$ cat src/rtl/jds_pkg.sv
package jds_pkg;
    localparam int ACK_W = 3;
    localparam logic [ACK_W-1:0] ACK_OK   = 3'b010;
    localparam logic [ACK_W-1:0] ACK_WAIT = 3'b001;

    typedef enum logic [2:0] {
        SEL_BYPASS,
        SEL_IDCODE,
        SEL_DPACC,
        SEL_APACC,
        SEL_ABORT
    } dr_sel_t;

    typedef enum logic {
        LINK_IDLE,
        LINK_BUSY
    } link_state_t;
endpackage

$ cat src/rtl/jds_ir.sv
module jds_ir
    import jds_pkg::*;
#(
    parameter int IR_W = 4,
    parameter logic [IR_W-1:0] CODE_IDCODE = 4'b1110,
    parameter logic [IR_W-1:0] CODE_BYPASS = 4'b1111,
    parameter logic [IR_W-1:0] CODE_DPACC  = 4'b1010,
    parameter logic [IR_W-1:0] CODE_APACC  = 4'b1011,
    parameter logic [IR_W-1:0] CODE_ABORT  = 4'b1000
) (
    input  logic    tck,
    input  logic    trst_n,
    input  logic    capture_ir,
    input  logic    shift_ir,
    input  logic    update_ir,
    input  logic    tdi,
    output logic    ir_lsb,
    output dr_sel_t sel
);
    logic [IR_W-1:0] ir_sr_q;
    logic [IR_W-1:0] ir_q;

    always_ff @(posedge tck or negedge trst_n) begin
        if (!trst_n) begin
            ir_sr_q <= '0;
            ir_q    <= CODE_IDCODE;
        end else begin
            if (capture_ir)
                ir_sr_q <= IR_W'(1);
            else if (shift_ir)
                ir_sr_q <= {tdi, ir_sr_q[IR_W-1:1]};
            if (update_ir)
                ir_q <= ir_sr_q;
        end
    end

    assign ir_lsb = ir_sr_q[0];

    always_comb begin
        if (ir_q == CODE_IDCODE)      sel = SEL_IDCODE;
        else if (ir_q == CODE_DPACC)  sel = SEL_DPACC;
        else if (ir_q == CODE_APACC)  sel = SEL_APACC;
        else if (ir_q == CODE_ABORT)  sel = SEL_ABORT;
        else if (ir_q == CODE_BYPASS) sel = SEL_BYPASS;
        else                          sel = SEL_BYPASS;
    end
endmodule

$ cat src/rtl/jds_dr.sv
module jds_dr
    import jds_pkg::*;
#(
    parameter int          DATA_W  = 32,
    parameter int          ABORT_W = 32,
    parameter int          ID_W    = 32,
    parameter logic [31:0] IDCODE  = 32'h3BA00477,
    localparam int         CHAIN_W = DATA_W + ACK_W,
    localparam int         LEN_W   = $clog2(CHAIN_W + 1)
) (
    input  logic               tck,
    input  logic               trst_n,
    input  dr_sel_t            sel,
    input  logic               capture_dr,
    input  logic               shift_dr,
    input  logic               tdi,
    input  logic [ACK_W-1:0]   ack,
    input  logic [DATA_W-1:0]  rdata,
    output logic [CHAIN_W-1:0] sr
);
    logic [CHAIN_W-1:0] sr_q;
    logic [CHAIN_W-1:0] shifted;
    logic [CHAIN_W-1:0] cap_val;
    logic [LEN_W-1:0]   len;

    always_comb begin
        unique case (sel)
            SEL_IDCODE:           len = LEN_W'(ID_W);
            SEL_DPACC, SEL_APACC: len = LEN_W'(CHAIN_W);
            SEL_ABORT:            len = LEN_W'(ABORT_W);
            default:              len = LEN_W'(1);
        endcase
    end

    always_comb begin
        unique case (sel)
            SEL_IDCODE:           cap_val = CHAIN_W'(IDCODE);
            SEL_DPACC, SEL_APACC: cap_val = {rdata, ack};
            default:              cap_val = '0;
        endcase
    end

    always_comb begin
        shifted = {1'b0, sr_q[CHAIN_W-1:1]};
        for (int i = 0; i < CHAIN_W; i++)
            if (LEN_W'(i) == len - LEN_W'(1))
                shifted[i] = tdi;
    end

    always_ff @(posedge tck or negedge trst_n) begin
        if (!trst_n)
            sr_q <= '0;
        else if (capture_dr)
            sr_q <= cap_val;
        else if (shift_dr)
            sr_q <= shifted;
    end

    assign sr = sr_q;
endmodule

$ cat src/rtl/jds_link.sv
module jds_link
    import jds_pkg::*;
#(
    parameter int  DATA_W  = 32,
    localparam int ADDR_W  = ACK_W - 1,
    localparam int CHAIN_W = DATA_W + ACK_W
) (
    input  logic               tck,
    input  logic               trst_n,
    input  logic               capture_dr,
    input  logic               update_dr,
    input  logic               is_access,
    input  logic               is_ap,
    input  logic               is_abort,
    input  logic [CHAIN_W-1:0] sr,
    input  logic               rsp_valid,
    input  logic [DATA_W-1:0]  rsp_rdata,
    output logic [ACK_W-1:0]   ack,
    output logic [DATA_W-1:0]  rdata_hold,
    output logic               busy,
    output logic               req_valid,
    output logic               req_ap,
    output logic [ADDR_W-1:0]  req_addr,
    output logic               req_rnw,
    output logic [DATA_W-1:0]  req_wdata,
    output logic               abort_pulse
);
    link_state_t state_q, state_d;
    logic        wait_q;
    logic        issue;
    logic        abort_req;

    assign issue     = update_dr && is_access && !wait_q;
    assign abort_req = update_dr && is_abort && sr[0];
    assign busy      = (state_q == LINK_BUSY);
    assign ack       = busy ? ACK_WAIT : ACK_OK;

    always_comb begin
        state_d = state_q;
        unique case (state_q)
            LINK_IDLE: if (issue) state_d = LINK_BUSY;
            LINK_BUSY: if (abort_req || rsp_valid) state_d = LINK_IDLE;
            default:   state_d = LINK_IDLE;
        endcase
    end

    always_ff @(posedge tck or negedge trst_n) begin
        if (!trst_n) state_q <= LINK_IDLE;
        else         state_q <= state_d;
    end

    always_ff @(posedge tck or negedge trst_n) begin
        if (!trst_n) begin
            wait_q      <= 1'b0;
            rdata_hold  <= '0;
            req_valid   <= 1'b0;
            req_ap      <= 1'b0;
            req_addr    <= '0;
            req_rnw     <= 1'b0;
            req_wdata   <= '0;
            abort_pulse <= 1'b0;
        end else begin
            req_valid   <= issue;
            abort_pulse <= abort_req;
            if (abort_req)
                wait_q <= 1'b0;
            else if (capture_dr && is_access)
                wait_q <= busy;
            if (busy && rsp_valid)
                rdata_hold <= rsp_rdata;
            if (issue) begin
                req_ap    <= is_ap;
                req_addr  <= sr[ACK_W-1:1];
                req_rnw   <= sr[0];
                req_wdata <= sr[CHAIN_W-1:ACK_W];
            end
        end
    end
endmodule

$ cat src/rtl/jtag_dp_scan.sv
module jtag_dp_scan
    import jds_pkg::*;
#(
    parameter int          DATA_W  = 32,
    parameter int          IR_W    = 4,
    parameter int          ABORT_W = 32,
    parameter logic [31:0] IDCODE  = 32'h3BA00477,
    localparam int         ADDR_W  = ACK_W - 1,
    localparam int         CHAIN_W = DATA_W + ACK_W
) (
    input  logic              tck,
    input  logic              trst_n,
    input  logic              capture_ir,
    input  logic              shift_ir,
    input  logic              update_ir,
    input  logic              capture_dr,
    input  logic              shift_dr,
    input  logic              update_dr,
    input  logic              tdi,
    output logic              tdo,
    output logic              req_valid,
    output logic              req_ap,
    output logic [ADDR_W-1:0] req_addr,
    output logic              req_rnw,
    output logic [DATA_W-1:0] req_wdata,
    input  logic              rsp_valid,
    input  logic [DATA_W-1:0] rsp_rdata,
    output logic              abort_pulse
);
    dr_sel_t            sel;
    logic               ir_lsb;
    logic [CHAIN_W-1:0] dr_sr;
    logic [ACK_W-1:0]   ack;
    logic [DATA_W-1:0]  rdata_hold;
    logic               link_busy;
    logic               sel_is_access;

    assign sel_is_access = (sel == SEL_DPACC) || (sel == SEL_APACC);

    jds_ir #(.IR_W(IR_W)) u_ir (
        .tck(tck), .trst_n(trst_n), .capture_ir(capture_ir),
        .shift_ir(shift_ir), .update_ir(update_ir), .tdi(tdi),
        .ir_lsb(ir_lsb), .sel(sel)
    );

    jds_dr #(.DATA_W(DATA_W), .ABORT_W(ABORT_W), .IDCODE(IDCODE)) u_dr (
        .tck(tck), .trst_n(trst_n), .sel(sel), .capture_dr(capture_dr),
        .shift_dr(shift_dr), .tdi(tdi), .ack(ack), .rdata(rdata_hold),
        .sr(dr_sr)
    );

    jds_link #(.DATA_W(DATA_W)) u_link (
        .tck(tck), .trst_n(trst_n), .capture_dr(capture_dr),
        .update_dr(update_dr), .is_access(sel_is_access),
        .is_ap(sel == SEL_APACC), .is_abort(sel == SEL_ABORT),
        .sr(dr_sr), .rsp_valid(rsp_valid), .rsp_rdata(rsp_rdata),
        .ack(ack), .rdata_hold(rdata_hold), .busy(link_busy),
        .req_valid(req_valid), .req_ap(req_ap), .req_addr(req_addr),
        .req_rnw(req_rnw), .req_wdata(req_wdata), .abort_pulse(abort_pulse)
    );

    assign tdo = shift_ir ? ir_lsb : dr_sr[0];
endmodule

$ cat config.mk
export PLATFORM = sky130hd
export DESIGN_NAME = jtag_dp_scan
export DESIGN_NICKNAME = d
export VERILOG_FILES = /design/src/rtl/jds_pkg.sv /design/src/rtl/jds_ir.sv /design/src/rtl/jds_dr.sv /design/src/rtl/jds_link.sv /design/src/rtl/jtag_dp_scan.sv
export SDC_FILE = /design/constraint.sdc
export NUM_CORES = 1
export LEC_CHECK = 0
export BUFFER_PORTS_ARGS = -buffer_cell sky130_fd_sc_hd__buf_2
export CAP_MARGIN = 20
export CELL_PAD_IN_SITES_DETAIL_PLACEMENT = 0
export CELL_PAD_IN_SITES_GLOBAL_PLACEMENT = 1
export CORE_ASPECT_RATIO = 0.75
export CORE_UTILIZATION = 48
export CTS_CLUSTER_SIZE = 30
export DETAILED_ROUTE_END_ITERATION = 8
export GPL_TIMING_DRIVEN = 0
export PLACE_DENSITY_LB_ADDON = 0.12
export SYNTH_ARGS = -nofsm -noshare
export SYNTH_HDL_FRONTEND = slang
export SYNTH_SLANG_ARGS = --single-unit
$ cat constraint.sdc
create_clock -name tck -period 4 [get_ports tck]
set_input_delay 0.6 -clock tck [delete_from_list [all_inputs] [get_ports tck]]
set_output_delay 0.6 -clock tck [all_outputs]
set_load 0.01 [all_outputs]
==> summary.txt <==
I/O pins = 81
Via-per-instance ratio = 5.15
Vias = 3335
Clock buffer depth = 2
Number of diodes = 0
Flops & latches, synth = 115
DR WL/cell = 16.4 um
Drt initial violations = 216
Avg Cell Area, Syn = 11.9 um^2
Post-synth top area cell = dfrtp_1
CP startpoint = u_ir.ir_q[1]
TritonCTS clock tree = built
Setup bufs post-CTS = 0
GRT Total Usage = 22.1%
RD Place Congestion = 0.787
R2R depth = 6
Die area = 10400 um^2
Critical path launch point type = flop
Final count of pins violating max slew = 0
RSZ-0062 raised after global routing = no
Cell variety after synth = 33
Starting density of the core = 49.6%
Async set-reset flop share out of synthesis = 100%
Primary FF master, synth = dfrtp_1
H-Tree Depth = 4
CTS buffer count = 17
Synth top cells by count = 112 x dfrtp_1, 66 x mux2_2, 57 x a21oi_1, 57 x nor2_1, 20 x inv_1
Final min period = 1.98 ns
PD cells = 519 nW/um^2
Worst path cell trace = buf_2 > nand2_1 > nor4b_4 > buf_6 > buf_8 > mux2_1
Worst Setup End Kind = flop
Post-Syn Instances = 405
Worst Hold Class = input port to asynchronous set/reset pin
ANT nets after route = 0
Max-cap check violation count = 0
Sequential area share after synthesis = 60.0%
Detailed Place HPWL = 7090 um
Core area = 9700 um^2
Count of buffers from port buffering = 78
Final Instance Count excl. Fillers = 648
Vias in the first global route = 3153
DRT Wirelength = 10600 um
CP peak stage delay = 0.50 ns
Lkg Pwr = 0.00308 uW
Final worst-path cycle share = 49.6%
Worst Path Required = 4.28 ns
First-pass GRT wire length = 17100 um
CTS root buffer = clkbuf_16
Setup TNS = 0 ns
Max Freq = 504 MHz
Die X = 118 um
Syn_nets = 447
Max rail drop VDD = 0.300 mV
Critical-path top delay cell = dfstp_2
Final #Nets = 545
# hold bufs at CTS = 0
Worst skew pair latency = 0.40 ns
Share of layout cells above drive strength 1 = 37.8%
Drt pass-1 iters = 4
Max-slew headroom at the worst pin = 60.5%
Fillers = 807
Largest net degree at the start of global routing = 61
Hold Vio Cnt, Final = 0
Area Growth Syn to Fin = 25.5%
Yosys warns = 0
Crit-path max FO = 10
Post-CTS Resized = 0
WP data arrival = 2.26 ns
Synth top area cells = dfrtp_1 58%, mux2_2 15%, a21oi_1 5.9%
Clk slew on worst S/H paths = 0.05 ns
Initial antenna violation count = 0
Netlist Area Pre-Place = 4810 um^2
# DRC = 0
# rows = 31
Worst r2r src = u_ir.ir_q[1]
Dpl cells = 616
Clk_skew = 0.00526 ns
Crit Path Class = flop to flop
Die extent in y = 88.7 um
Gr ovfl total = 0
Top-count cell post-synth = dfrtp_1
Post-synth EDFFs = 0
Worst Max-Slew Pin Slew = 0.593 ns
Top cell type's share of synthesized area = 58.3%
Clk sink count = 115
Status = finished, final reports clean
Final setup violation count = 0
[sequential cells by signal, summed over array words and instances (netlist names), 2 cells and up]
register / cells
u_ir.ir_q: 4
u_link.req_addr: 2
u_ir.ir_sr_q: 4
u_dr.sr: 35
u_link.req_wdata: 32
u_link.rdata_hold: 32
[kinds of logic (layout without fill, tap and decap cells)]
logic type	count (synthesis)	after routing	share of synthesized area [%]
simple gates	90	90	8.80
compound gates	73	73	8.12
mux	80	80	18.5
flops	115	115	60.0
xor+xnor	1	1	0.182
buf+inv	46	157	4.40
[layout make-up]
cell class	instances	area, um^2	area share, %
Inverter	20	75.1	1.24
Clock inverter	10	153	2.53
Timing Repair Buffer	79	424	7.03
Sequential cell	115	2880	47.8
Tap cell	132	165	2.74
Clock buffer	22	484	8.03
Buffer	26	136	2.26
Multi-Input combinational cell	244	1710	28.4
[per-layer routing]
| layer | routed length (um) | vias to the layer above | track usage (%) |
|---|---|---|---|
| li1 | - | 1570 | - |
| met1 | 5360 | 1663 | 31.9 |
| met2 | 4620 | 89 | 32.4 |
| met3 | 513 | 13 | 6.06 |
| met4 | 115 | 0 | 6.99 |
| met5 | 0 | - | 0 |
[placed cells by master, fill, tap and decap left out, drive strengths merged]
cell,n
nand3,2
nor3,1
nand2,6
a41oi,1
a21boi,1
dfrtp,112
nor2,57
a21oi,57
clkinv,5
clkinvlp,1
o22ai,1
mux2i,8
o2bb2ai,1
o21ai,5
a31oi,5
nor4b,1
o2111ai,1
or2,1
inv,20
and4b,1
and2,1
buf,92
clkbuf,35
bufinv,4
nand2b,4
mux2,72
nand4,1
a211o,1
nor2b,15
dfstp,3
xnor2,1
[through the flow]
step	instance area (um^2)	util [%]	setup slack [ns]	total power (uW)	hold slack (ns)
5_1_grt	6030	62.2	1.90	3240	0.186
3_3_place_gp	5360	55.3	0.963	1530	0.463
2_1_floorplan	4810	-	2.17	1430	0.304
6_report	6030	62.2	2.02	3130	0.138
3_5_place_dp	5400	55.6	2.00	1540	0.476
4_1_cts	6030	62.2	1.99	3160	0.171
[report_power, final]
part	internal, uW	switching (uW)
registers	1250	57.5
logic	103	108
clock network	1100	511
total	2460	677
[path summary, 6_finish.rpt]
path,to,slack [ns]
max,u_link.req_wdata[27],2.02
min,u_link.req_valid,0.14
max reg2reg,u_link.req_wdata[27],2.02
min reg2reg,u_link.req_wdata[28],0.48
max in group asynchronous,u_link.rdata_hold[8],3.21
min in group tck,u_ir.ir_sr_q[1],0.40
[critical path, delay by kind of cell (launching register included)]
kind / cells / cell delay (ns)
buffers and inverters: 3 / 0.56
DFF: 1 / 0.50
and+or+nand+nor: 2 / 0.47
muxes: 1 / 0.32
Power figures use the tool's default switching activity.
